===== config.mk =====
export PLATFORM = sky130hd
export DESIGN_NAME = ibsc_top
export DESIGN_NICKNAME = d
export VERILOG_FILES = /design/src/rtl/ibsc_pkg.sv /design/src/rtl/ibsc_timing.sv /design/src/rtl/ibsc_bank.sv /design/src/rtl/ibsc_tracker.sv /design/src/rtl/ibsc_judge.sv /design/src/rtl/ibsc_top.sv
export SDC_FILE = /design/constraint.sdc
export NUM_CORES = 1
export LEC_CHECK = 0
export CORE_MARGIN = 2
export CORE_UTILIZATION = 35
export CTS_CLUSTER_DIAMETER = 80
export DETAILED_ROUTE_END_ITERATION = 12
export PLACE_DENSITY_LB_ADDON = 0.3
export REMOVE_ABC_BUFFERS = 1
export SLEW_MARGIN = 20
export SYNTH_ARGS = -nofsm -noshare
export SYNTH_HDL_FRONTEND = slang
export SYNTH_SLANG_ARGS = --single-unit

===== constraint.sdc =====
create_clock -name clk -period 3.7 [get_ports clk]
set_clock_uncertainty 0.15 [all_clocks]
set_input_delay 1.11 -clock clk [delete_from_list [all_inputs] [get_ports clk]]
set_output_delay 1.11 -clock clk [all_outputs]
set_load 0.1 [all_outputs]

===== src/rtl/ibsc_pkg.sv =====
// Package: shared encodings for the inter-bank command spacing checker.
// Assumes: commands arrive already decoded, one per clock.
package ibsc_pkg;

    typedef enum logic [2:0] {
        CMD_NOP = 3'd0,
        CMD_ACT = 3'd1,
        CMD_RD  = 3'd2,
        CMD_WR  = 3'd3,
        CMD_PRE = 3'd4,
        CMD_BST = 3'd5,
        CMD_REF = 3'd6,
        CMD_LMR = 3'd7
    } cmd_e;

    typedef enum logic [2:0] {
        V_NONE       = 3'd0,
        V_SPACING    = 3'd1,
        V_NOT_IDLE   = 3'd2,
        V_BST_BANK   = 3'd3,
        V_RW_CONTEND = 3'd4,
        V_SEQ        = 3'd5
    } viol_e;

endpackage


===== src/rtl/ibsc_timing.sv =====
// Module: ibsc_timing
// Turns the static timing settings into counter load values. Each value is
// the minimum spacing in clocks minus one, so a counter at zero means the
// window is over. Assumes cl_half_i is 4..6 and twtr_i is 1..3.
module ibsc_timing #(
    parameter int CNT_W = 5
) (
    input  logic [2:0]       cl_half_i,
    input  logic [1:0]       bl_sel_i,
    input  logic [1:0]       twtr_i,
    output logic [CNT_W-1:0] rd_after_rd_o,
    output logic [CNT_W-1:0] rd_after_wr_o,
    output logic [CNT_W-1:0] wr_after_rd_o,
    output logic [CNT_W-1:0] wr_after_wr_o
);

    logic [CNT_W-1:0] half_bl;
    logic [CNT_W-1:0] cl_up;
    logic [3:0]       cl_sum;

    // Derive the data-beat clocks, the rounded CAS latency and the four windows.
    always_comb begin
        half_bl       = CNT_W'(1) << bl_sel_i;
        cl_sum        = {1'b0, cl_half_i} + 4'd1;
        cl_up         = CNT_W'(cl_sum >> 1);
        rd_after_rd_o = half_bl - CNT_W'(1);
        wr_after_wr_o = half_bl - CNT_W'(1);
        rd_after_wr_o = half_bl + CNT_W'(twtr_i);
        wr_after_rd_o = cl_up + half_bl - CNT_W'(1);
    end

endmodule


===== src/rtl/ibsc_bank.sv =====
// Module: ibsc_bank
// State of one bank: a row-open flag and two down-counters that run while
// an auto-precharge burst closes the bank. One counter bounds READs to other
// banks, the other bounds WRITEs. The bank is busy while either is nonzero.
// Assumes the judge never sends ACT/PRE/burst to a busy bank.
module ibsc_bank #(
    parameter int CNT_W = 5
) (
    input  logic             clk,
    input  logic             rst_n,
    input  logic             act_set_i,
    input  logic             pre_clr_i,
    input  logic             ap_load_i,
    input  logic [CNT_W-1:0] rd_ld_i,
    input  logic [CNT_W-1:0] wr_ld_i,
    output logic             row_open_o,
    output logic             busy_o,
    output logic             rd_hold_o,
    output logic             wr_hold_o
);

    logic [CNT_W-1:0] rd_cnt;
    logic [CNT_W-1:0] wr_cnt;
    logic             row_q;

    // Load the windows on an auto-precharge burst, else count down and track the row.
    always_ff @(posedge clk) begin
        if (!rst_n) begin
            rd_cnt <= '0;
            wr_cnt <= '0;
            row_q  <= 1'b0;
        end else if (ap_load_i) begin
            rd_cnt <= rd_ld_i;
            wr_cnt <= wr_ld_i;
            row_q  <= 1'b0;
        end else begin
            if (rd_cnt != '0) rd_cnt <= rd_cnt - 1'b1;
            if (wr_cnt != '0) wr_cnt <= wr_cnt - 1'b1;
            if (act_set_i)      row_q <= 1'b1;
            else if (pre_clr_i) row_q <= 1'b0;
        end
    end

    assign row_open_o = row_q;
    assign rd_hold_o  = (rd_cnt != '0);
    assign wr_hold_o  = (wr_cnt != '0);
    assign busy_o     = rd_hold_o | wr_hold_o;

    assert_closed_while_busy_R7: assert property (@(posedge clk) disable iff (!rst_n)
        busy_o |-> !row_q);

    assert_no_cmd_when_busy_R7: assert property (@(posedge clk) disable iff (!rst_n)
        busy_o |-> !(act_set_i || pre_clr_i || ap_load_i));

    assert_rd_count_down_R7: assert property (@(posedge clk) disable iff (!rst_n)
        (rd_cnt != '0 && !ap_load_i) |=> (rd_cnt == $past(rd_cnt) - 1'b1));

    assert_wr_count_down_R7: assert property (@(posedge clk) disable iff (!rst_n)
        (wr_cnt != '0 && !ap_load_i) |=> (wr_cnt == $past(wr_cnt) - 1'b1));

endmodule


===== src/rtl/ibsc_tracker.sv =====
// Module: ibsc_tracker
// Follows the latest plain READ or WRITE burst. It keeps its direction, its
// bank and a counter for how long an opposite-direction access stays in
// contention. A burst with auto precharge loads zero, which ends tracking.
module ibsc_tracker #(
    parameter int CNT_W = 5,
    parameter int BA_W  = 2
) (
    input  logic             clk,
    input  logic             rst_n,
    input  logic             load_i,
    input  logic             clear_i,
    input  logic [CNT_W-1:0] ld_val_i,
    input  logic             ld_wr_i,
    input  logic [BA_W-1:0]  ld_bank_i,
    output logic             live_o,
    output logic             is_wr_o,
    output logic [BA_W-1:0]  bank_o
);

    logic [CNT_W-1:0] cnt;

    // Capture a new burst, end it on terminate, otherwise let the window run out.
    always_ff @(posedge clk) begin
        if (!rst_n) begin
            cnt     <= '0;
            is_wr_o <= 1'b0;
            bank_o  <= '0;
        end else if (load_i) begin
            cnt     <= ld_val_i;
            is_wr_o <= ld_wr_i;
            bank_o  <= ld_bank_i;
        end else if (clear_i) begin
            cnt <= '0;
        end else if (cnt != '0) begin
            cnt <= cnt - 1'b1;
        end
    end

    assign live_o = (cnt != '0);

    assert_clear_ends_burst_R9: assert property (@(posedge clk) disable iff (!rst_n)
        (clear_i && !load_i) |=> !live_o);

endmodule


===== src/rtl/ibsc_judge.sv =====
// Module: ibsc_judge
// Combinational rule check for the current command against bank and burst
// state. It returns one reason code, picked by fixed priority:
// sequence, not idle, wrong-bank terminate, spacing, contention.
module ibsc_judge
    import ibsc_pkg::*;
#(
    parameter int NB   = 4,
    parameter int BA_W = 2
) (
    input  cmd_e             cmd_i,
    input  logic [BA_W-1:0]  bank_i,
    input  logic [NB-1:0]    row_open_i,
    input  logic [NB-1:0]    busy_i,
    input  logic [NB-1:0]    rd_hold_i,
    input  logic [NB-1:0]    wr_hold_i,
    input  logic             trk_live_i,
    input  logic             trk_wr_i,
    input  logic [BA_W-1:0]  trk_bank_i,
    output viol_e            code_o
);

    logic [NB-1:0] self_sel;
    logic          other_rd;
    logic          other_wr;
    logic          self_busy;
    logic          self_open;
    logic          any_active;

    // Gather the facts the rules need about the target bank and the others.
    always_comb begin
        self_sel   = NB'(1) << bank_i;
        other_rd   = |(rd_hold_i & ~self_sel);
        other_wr   = |(wr_hold_i & ~self_sel);
        self_busy  = |(busy_i & self_sel);
        self_open  = |(row_open_i & self_sel);
        any_active = |(row_open_i | busy_i);
    end

    // Apply the rules per command in priority order.
    always_comb begin
        code_o = V_NONE;
        case (cmd_i)
            CMD_ACT: if (self_busy || self_open) code_o = V_SEQ;
            CMD_RD: begin
                if (self_busy || !self_open)        code_o = V_SEQ;
                else if (other_rd)                  code_o = V_SPACING;
                else if (trk_live_i && trk_wr_i)    code_o = V_RW_CONTEND;
            end
            CMD_WR: begin
                if (self_busy || !self_open)        code_o = V_SEQ;
                else if (other_wr)                  code_o = V_SPACING;
                else if (trk_live_i && !trk_wr_i)   code_o = V_RW_CONTEND;
            end
            CMD_PRE: if (self_busy) code_o = V_SEQ;
            CMD_BST: begin
                if (self_busy)                                 code_o = V_SEQ;
                else if (trk_live_i && trk_bank_i != bank_i)   code_o = V_BST_BANK;
            end
            CMD_REF, CMD_LMR: if (any_active) code_o = V_NOT_IDLE;
            default: code_o = V_NONE;
        endcase
    end

endmodule


===== src/rtl/ibsc_top.sv =====
// Module: ibsc_top
// Inter-bank command spacing checker. Judges each command on the bus, reports
// the outcome one clock later, and updates the bank and burst state only for
// commands that pass. Assumes timing settings change only between commands.
module ibsc_top
    import ibsc_pkg::*;
#(
    parameter int NUM_BANKS = 4,
    parameter int CNT_W     = 5
) (
    input  logic                         clk,
    input  logic                         rst_n,
    input  logic [2:0]                   cmd_i,
    input  logic [$clog2(NUM_BANKS)-1:0] bank_i,
    input  logic                         ap_i,
    input  logic [2:0]                   cl_half_i,
    input  logic [1:0]                   bl_sel_i,
    input  logic [1:0]                   twtr_i,
    output logic                         viol_o,
    output logic [2:0]                   viol_code_o,
    output logic [NUM_BANKS-1:0]         bank_open_o
);

    localparam int BA_W = $clog2(NUM_BANKS);

    cmd_e             cmd;
    viol_e            code;
    logic             ok;
    logic             is_rdwr;
    logic [CNT_W-1:0] rd_after_rd, rd_after_wr, wr_after_rd, wr_after_wr;
    logic [CNT_W-1:0] bank_rd_ld, bank_wr_ld, trk_ld;
    logic [NUM_BANKS-1:0] row_open, busy, rd_hold, wr_hold;
    logic             trk_live, trk_wr;
    logic [BA_W-1:0]  trk_bank;

    assign cmd = cmd_e'(cmd_i);

    ibsc_timing #(.CNT_W(CNT_W)) u_timing (
        .cl_half_i     (cl_half_i),
        .bl_sel_i      (bl_sel_i),
        .twtr_i        (twtr_i),
        .rd_after_rd_o (rd_after_rd),
        .rd_after_wr_o (rd_after_wr),
        .wr_after_rd_o (wr_after_rd),
        .wr_after_wr_o (wr_after_wr)
    );

    ibsc_judge #(.NB(NUM_BANKS), .BA_W(BA_W)) u_judge (
        .cmd_i      (cmd),
        .bank_i     (bank_i),
        .row_open_i (row_open),
        .busy_i     (busy),
        .rd_hold_i  (rd_hold),
        .wr_hold_i  (wr_hold),
        .trk_live_i (trk_live),
        .trk_wr_i   (trk_wr),
        .trk_bank_i (trk_bank),
        .code_o     (code)
    );

    // Select the windows to load, by burst direction, for the banks and the tracker.
    always_comb begin
        ok         = (code == V_NONE);
        is_rdwr    = (cmd == CMD_RD) || (cmd == CMD_WR);
        bank_rd_ld = (cmd == CMD_WR) ? rd_after_wr : rd_after_rd;
        bank_wr_ld = (cmd == CMD_WR) ? wr_after_wr : wr_after_rd;
        trk_ld     = ap_i ? '0 : ((cmd == CMD_WR) ? rd_after_wr : wr_after_rd);
    end

    for (genvar g = 0; g < NUM_BANKS; g++) begin : g_bank
        logic hit;
        assign hit = ok && (bank_i == BA_W'(g));
        ibsc_bank #(.CNT_W(CNT_W)) u_bank (
            .clk        (clk),
            .rst_n      (rst_n),
            .act_set_i  (hit && cmd == CMD_ACT),
            .pre_clr_i  (hit && cmd == CMD_PRE),
            .ap_load_i  (hit && is_rdwr && ap_i),
            .rd_ld_i    (bank_rd_ld),
            .wr_ld_i    (bank_wr_ld),
            .row_open_o (row_open[g]),
            .busy_o     (busy[g]),
            .rd_hold_o  (rd_hold[g]),
            .wr_hold_o  (wr_hold[g])
        );
    end

    ibsc_tracker #(.CNT_W(CNT_W), .BA_W(BA_W)) u_tracker (
        .clk       (clk),
        .rst_n     (rst_n),
        .load_i    (ok && is_rdwr),
        .clear_i   (ok && cmd == CMD_BST && trk_live),
        .ld_val_i  (trk_ld),
        .ld_wr_i   (cmd == CMD_WR),
        .ld_bank_i (bank_i),
        .live_o    (trk_live),
        .is_wr_o   (trk_wr),
        .bank_o    (trk_bank)
    );

    // Register the verdict so it appears as a one-cycle pulse after the command.
    always_ff @(posedge clk) begin
        if (!rst_n) begin
            viol_o      <= 1'b0;
            viol_code_o <= 3'd0;
        end else begin
            viol_o      <= !ok;
            viol_code_o <= code;
        end
    end

    assign bank_open_o = row_open | busy;

    assert_cfg_range_R12: assert property (@(posedge clk) disable iff (!rst_n)
        (cl_half_i >= 3'd4 && cl_half_i <= 3'd6 && twtr_i != 2'd0));

    assert_code_valid_R11: assert property (@(posedge clk) disable iff (!rst_n)
        viol_o |-> (viol_code_o != 3'd0 && viol_code_o <= 3'd5));

    assert_not_idle_R8: assert property (@(posedge clk) disable iff (!rst_n)
        ((cmd == CMD_REF || cmd == CMD_LMR) && (|bank_open_o)) |=> (viol_code_o == 3'd2));

    assert_bst_bank_R9: assert property (@(posedge clk) disable iff (!rst_n)
        (cmd == CMD_BST && trk_live && trk_bank != bank_i && !busy[bank_i])
        |=> (viol_code_o == 3'd3));

    assert_pre_closes_R2: assert property (@(posedge clk) disable iff (!rst_n)
        (cmd == CMD_PRE && !busy[bank_i]) |=> !bank_open_o[$past(bank_i)]);

endmodule


== Yosys cells after proc, flatten, opt, wreduce, memory -nomap -nowiden ==
Index checks and enable logic that the tools add are counted.
Storage, ports and cells
  logic and storage cells: 164
  output and inout port bits: 8
  bits of input ports: 15
  register bits: 56
Operators by class
  multiplexer cells: 43
  add/subtract/negate cells: 14
  bitwise logic cells: 11
  shift operators: 2
  reductions and logical operators: 66
  equal/unequal tests: 11
Operators with widths (number)
  two-way mux 5 bit: 23
  subtractor 5 x 1 -> 5 bit (second input constant): 11
  nonzero test 5 bit: 9
  two-way mux 3 bit: 9
  logical AND 1 bit: 26
  nonzero test 2 bit: 12
  OR reduction 4 bit: 5
  case mux 3 bit (6 select lines): 1
  bitwise AND 4 bit: 4
  equality test 3 bit (second input constant): 4
  OR reduction 2 bit: 5
  two-way mux 1 bit: 8
  equality test 3 x 2 -> 1 bit (second input constant): 2
  adder 3 x 5 -> 5 bit: 1
  adder 5 x 2 -> 5 bit: 1
  << shifter 1 x 2 -> 5 bit (first input constant): 1
  adder 3 x 1 -> 4 bit (second input constant): 1
  equality test 2 bit (second input constant): 2
  two-way mux 2 bit: 2
  inverter 4 bit: 1
  OR 1 bit: 4
  OR 4 bit: 1
  << shifter 1 x 2 -> 4 bit (first input constant): 1
  equality test 3 x 1 -> 1 bit (second input constant): 1
  other kinds (8): 12

== Depth between registers and ports, before layout ==
  word-level depth: 12
  gate-level depth with buffers: 12
  mapped depth without buffers: 11

== Cells and area by module ==
A second synthesis with hierarchy kept.
Second synthesis, totals
  cells, all modules: 473
  area, all modules: 4027.6 um^2
Modules (own cells, without submodules)
  ibsc_bank: seq. area each 220.2 um^2, area each 598.1 um^2, times used 4, cells each 70
  ibsc_top: seq. area each 80.1 um^2, area each 610.6 um^2, times used 1, cells each 68
  ibsc_tracker: seq. area each 160.2 um^2, area each 399.1 um^2, times used 1, cells each 44
  ibsc_judge: seq. area each 0.0 um^2, area each 316.6 um^2, times used 1, cells each 41
  ibsc_timing: seq. area each 0.0 um^2, area each 309.0 um^2, times used 1, cells each 40

== Worst setup path after synthesis ==
No wires, ideal clock.
  path kind: input -> register
  from: input port bl_sel_i[1]
  to: register u_tracker.cnt[3]
  required time: 3.464 ns
  library setup time: 0.086 ns
  stages: 11
  path slack: 0.165 ns
  buffers on the path: 1
  arrival: 3.299 ns
  cell sequence: clkbuf_1 > nand2b_1 > ha_1 > inv_1 > ha_1 > fa_1 > xor2_1 > xnor2_1 > nand2_1 > a2111o_1 > a211oi_1
On the way
  word-level cells in the longest chain between the ends: 6
  elaborated cells on any way between the ends: 7
  those cells by class: add/sub (3); shift (1); mux (3)
Ends and longest elaborated chain
  start, declared: line ibsc_top.sv:17  | input logic [1:0] bl_sel_i,
  << shifter 1 x 2 -> 5 bit *: line ibsc_timing.sv:23  | half_bl = CNT_W'(1) << bl_sel_i;
  adder 3 x 5 -> 5 bit: line ibsc_timing.sv:29  | wr_after_rd_o = cl_up + half_bl - CNT_W'(1);
  subtractor 5 x 1 -> 5 bit: line ibsc_timing.sv:29
  two-way mux 5 bit * (2 in a row): line ibsc_top.sv:67  | trk_ld = ap_i ? '0 : ((cmd == CMD_WR) ? rd_after_wr : wr_after_rd);
  two-way mux 5 bit *: line ibsc_tracker.sv:29  | end else if (load_i) begin
  end signal, assigned: line ibsc_tracker.sv:30  | cnt <= ld_val_i;
  end signal, assigned: line ibsc_tracker.sv:36  | cnt <= cnt - 1'b1;
  end, declared: line ibsc_tracker.sv:21  | logic [CNT_W-1:0] cnt;
Every way passes the cells marked *; elsewhere a longest branch is shown, timed or not.
A chain may end at the register's enable or synchronous reset.

== Final worst setup path ==
  from: register g_bank[3].u_bank.wr_cnt[0]
  to: output port bank_open_o[3]
On the way
  word-level cells in the longest chain between the ends: 3
Ends and longest elaborated chain
  start, declared: line ibsc_bank.sv:23  | logic [CNT_W-1:0] wr_cnt;
  start signal, assigned: line ibsc_bank.sv:34  | wr_cnt <= wr_ld_i;
  start signal, assigned: line ibsc_bank.sv:38  | if (wr_cnt != '0) wr_cnt <= wr_cnt - 1'b1;
  nonzero test 5 bit: line ibsc_bank.sv:46  | assign wr_hold_o = (wr_cnt != '0);
  OR 1 bit: line ibsc_bank.sv:47  | assign busy_o = rd_hold_o | wr_hold_o;
  OR 4 bit: line ibsc_top.sv:112  | assign bank_open_o = row_open | busy;
  end, declared: line ibsc_top.sv:21  | output logic [NUM_BANKS-1:0] bank_open_o
Every way passes these cells.

==> reports/qor.csv <==
stage,metric,value,unit
synthesis,adder-cell share of the synthesized area,0.0894,
layout,Non-Filler Instances,690,
floorplanning,site row count,39,
layout,share of cells above drive strength 1,0.188,
power,power density over cell area,719,nW/um^2
critical_path,critical path's largest stage delay,0.67,ns
clocking,root cell of the clock tree,clkbuf_16,
place,port bufs,22,
synthesis,fraction of registers with async set/reset,0,
synthesis,"top cells by count, synth","58 x nand2_1, 56 x dfxtp_1, 35 x inv_1, 27 x a21oi_1",
floorplanning,Die Ht,112,um
synthesis,Gate Count Post-Synth,485,
layout,Final Util,0.443,
clocking,H-tree levels,2,
sta,normalized max-slew margin,0.529,
synthesis,post-synthesis sequential area ratio,0.274,
floorplanning,die span in x,112,um
sta,min Tclk post-route,3.55,ns
place,"Cell Area, Placed",4860,um^2
global_route,initial antenna violation count,0,
synthesis,synthesized flop and latch total,56,
routing,drt pass-1 iters,4,
flow_run,MaxCap Viol Count,0,
synthesis,syn avg cell area,8.43,um^2
layout,post-route cell area,5060,um^2
global_route,first-pass GRT wire length,17900,um
synthesis,post-synthesis mux area share,0.0496,
critical_path,crit start category,flop,
global_route,largest net degree at the start of global routing,40,
layout,Synth-to-Final Area Change,23.8,%
routing,wire per inst,15.6,um
run_status,status,completed,
global_route,Total GRT Usage,0.175,
sta,hold slack,0.346,ns
synthesis,Synth Area in XOR/XNOR,0.0579,
clocking,Max clock buf depth,2,
routing,vias per cell,5.52,
synthesis,Compound-Gate Fraction of Synth Area,0.207,
place,HPWL after DPL,8330,um
sta,final setup fails,0,
synthesis,Synth area leaders,"dfxtp_1 27%, ha_1 8.0%, nand2_1 5.3%, mux2i_1 4.4%, xnor2_1 4.3%",
sta,Fin. Hold Viols,0,
floorplanning,initial core utilization,0.358,
critical_path,Crit Path Max Fanout,8,
synthesis,mapped cell area,4090,um^2
sta,worst slew pin tran,0.700,ns
routing,final WL,10800,um
critical_path,"slowest stage cell, crit path",or4b_1,
floorplanning,core area,11400,um^2
global_route,vias in the first global route,3623,
layout,diode count,0,
critical_path,Critical Path AT,2.29,ns
synthesis,most common cell in the netlist,nand2_1,
critical_path,"delay-heaviest family, CP",simple AND/OR/NAND/NOR gates,
sta,fin worst setup slack,0.148,ns
synthesis,ys flop type,dfxtp_1,
synthesis,largest family of logic cells by synthesized area,simple AND/OR/NAND/NOR gates,
floorplanning,Die ar.,12600,um^2
critical_path,CP Class,flop to output port,
critical_path,crit end category,output port,
place,Post-Place Setup Slack,-0.369,ns
clocking,clock-pin slew on the worst setup and hold paths,0.08,ns
synthesis,synthesis warning total,0,
floorplanning,Ports,23,
sta,setup TNS,0,ns
power,leakage power,1.96,nW
routing,vias post-DR,3806,
critical_path,"critical path, cell by cell",inv_1 > ha_1 > or4b_1 > or3_1 > buf_12,
place,dpl cells,679,
synthesis,"EDFF count, synth",0,
critical_path,Worst Path Required,2.44,ns
synthesis,number of distinct library cells after synthesis,64,
clocking,clk sinks,56,
sta,fmax,282,MHz
worst_hold_path,hold depth,2,
sta,fin crit share,0.960,
routing,Detail Route Antenna Nets,0,
clocking,Post-CTS Hold Buffers,0,
layout,fin nets,589,
critical_path,WP buf/inv,2,
clocking,Clock Latency Late Sink,0.31,ns
worst_hold_path,Hold Crit Class,flop to flop,
clocking,Inserted Clock Buffers,5,
critical_path,FF-to-FF path depth,9,
synthesis,Synth top area share,0.274,
clocking,CTS tree,done,
synthesis,Post-Synth Simple-Gate Area,0.261,
synthesis,cell accounting for the most synthesized area,dfxtp_1,
place,RePlAce Congestion,0.805,
sta,RSZ-0062 raised after global routing,false,
power,Max IR drop VDD,0.547,mV
routing,Post-route DRC,0,
global_route,total gr overflow,0,
sta,max-slew violations,0,
critical_path,WP depth,5,
power,Final Power,3.64,mW
routing,initial drt markers,243,
-- where the power goes --
group / leakage, nW / internal, mW / switching, mW / total (mW)
clock network: 0.0767 / 0.262 / 0.249 / 0.511
logic: 1.42 / 0.895 / 1.22 / 2.11
registers: 0.463 / 0.823 / 0.190 / 1.01
-- area by class of cell --
type | count | area, um^2
clock inverters | 3 | 28.8
repair buffers | 81 | 736
well taps | 143 | 179
flip-flops and latches | 56 | 1120
fillers | 1145 | 6360
inverters | 35 | 131
clock buffers | 5 | 125
multi-input cells | 367 | 2740
-- worst paths after layout --
path	startpoint	to	slack [ns]
setup / recovery	g_bank[3].u_bank.wr_cnt[0]	bank_open_o[3]	0.15
hold / removal	u_tracker.bank_o[0]	u_tracker.bank_o[0]	0.35
setup reg to reg	g_bank[3].u_bank.wr_cnt[0]	u_tracker.cnt[3]	0.60
hold reg to reg	u_tracker.bank_o[0]	u_tracker.bank_o[0]	0.35
-- cell families (layout without fill, tap and decap cells) --
| group | after synthesis | after routing |
|---|---|---|
| flip-flops | 56 | 56 |
| multiplexers | 19 | 19 |
| adder cells (fa/ha/maj) | 28 | 28 |
| AND/OR/NAND/NOR | 182 | 182 |
| buffers and inverters | 62 | 124 |
| AO/OA/AOI/OAI | 111 | 111 |
| XOR/XNOR | 27 | 27 |
-- per-layer routing --
metal / part of all wire / track usage / vias to the layer above
li1: - / - / 1904
met1: 0.47 / 0.234 / 1800
met2: 0.47 / 0.292 / 83
met3: 0.039 / 0.0227 / 19
met4: 0.026 / 0.0626 / 0
met5: 0 / 0 / -
-- cells in the final DEF, fill, tap and decap left out, types with 3 or more instances in the layout --
cell	Yosys	final
a211oi_1	4	3
a21oi_1	27	27
and4_1	3	3
buf_12	0	7
buf_4	0	60
clkbuf_16	0	5
clkdlybuf4s50_1	0	12
dfxtp_1	56	56
ha_1	26	25
inv_1	35	35
mux2i_1	18	18
nand2_1	58	58
nand2b_1	7	7
nand3_1	22	22
nand3b_1	3	3
nand4_1	11	11
nand4b_1	3	3
nor2_1	19	19
nor3_1	26	26
nor4_4	4	4
nor4b_1	4	4
o211ai_1	15	15
o21a_1	4	4
o21ai_0	12	12
o31ai_1	7	7
o32ai_1	12	11
o32ai_2	3	4
or3_1	3	3
or4b_1	5	5
xnor2_1	20	20
xor2_1	7	7
-- sequential cells by signal, indices dropped and copies added (netlist names) --
register / cells
u_tracker.bank_o: 2
viol_code_o: 3
g_bank.u_bank.rd_cnt: 20
g_bank.u_bank.row_open_o: 4
u_tracker.is_wr_o: 1
u_tracker.cnt: 5
viol_o: 1
g_bank.u_bank.wr_cnt: 20
-- repair_timing --
item | 4_1_cts | 5_1_grt
pin swaps | 4 | 3
resized for setup | 2 | 5
cloned | 0 | 0
endpoints found under the hold margin | 0 | 0
setup endpoints to repair | 1 | 7
buffers inserted | 0 | 3
-- worst reg2reg max path: cells and delay by family (launching register included) --
family / cells / cell delay, ns
buffers and inverters: 1 / 0.12
AO/OA/AOI/OAI: 3 / 0.60
adder cells (fa/ha/maj): 1 / 0.18
flip-flops: 1 / 0.32
AND/OR/NAND/NOR: 3 / 1.44
multiplexers: 1 / 0.21
No activity file was read; power rests on OpenSTA's default activity.
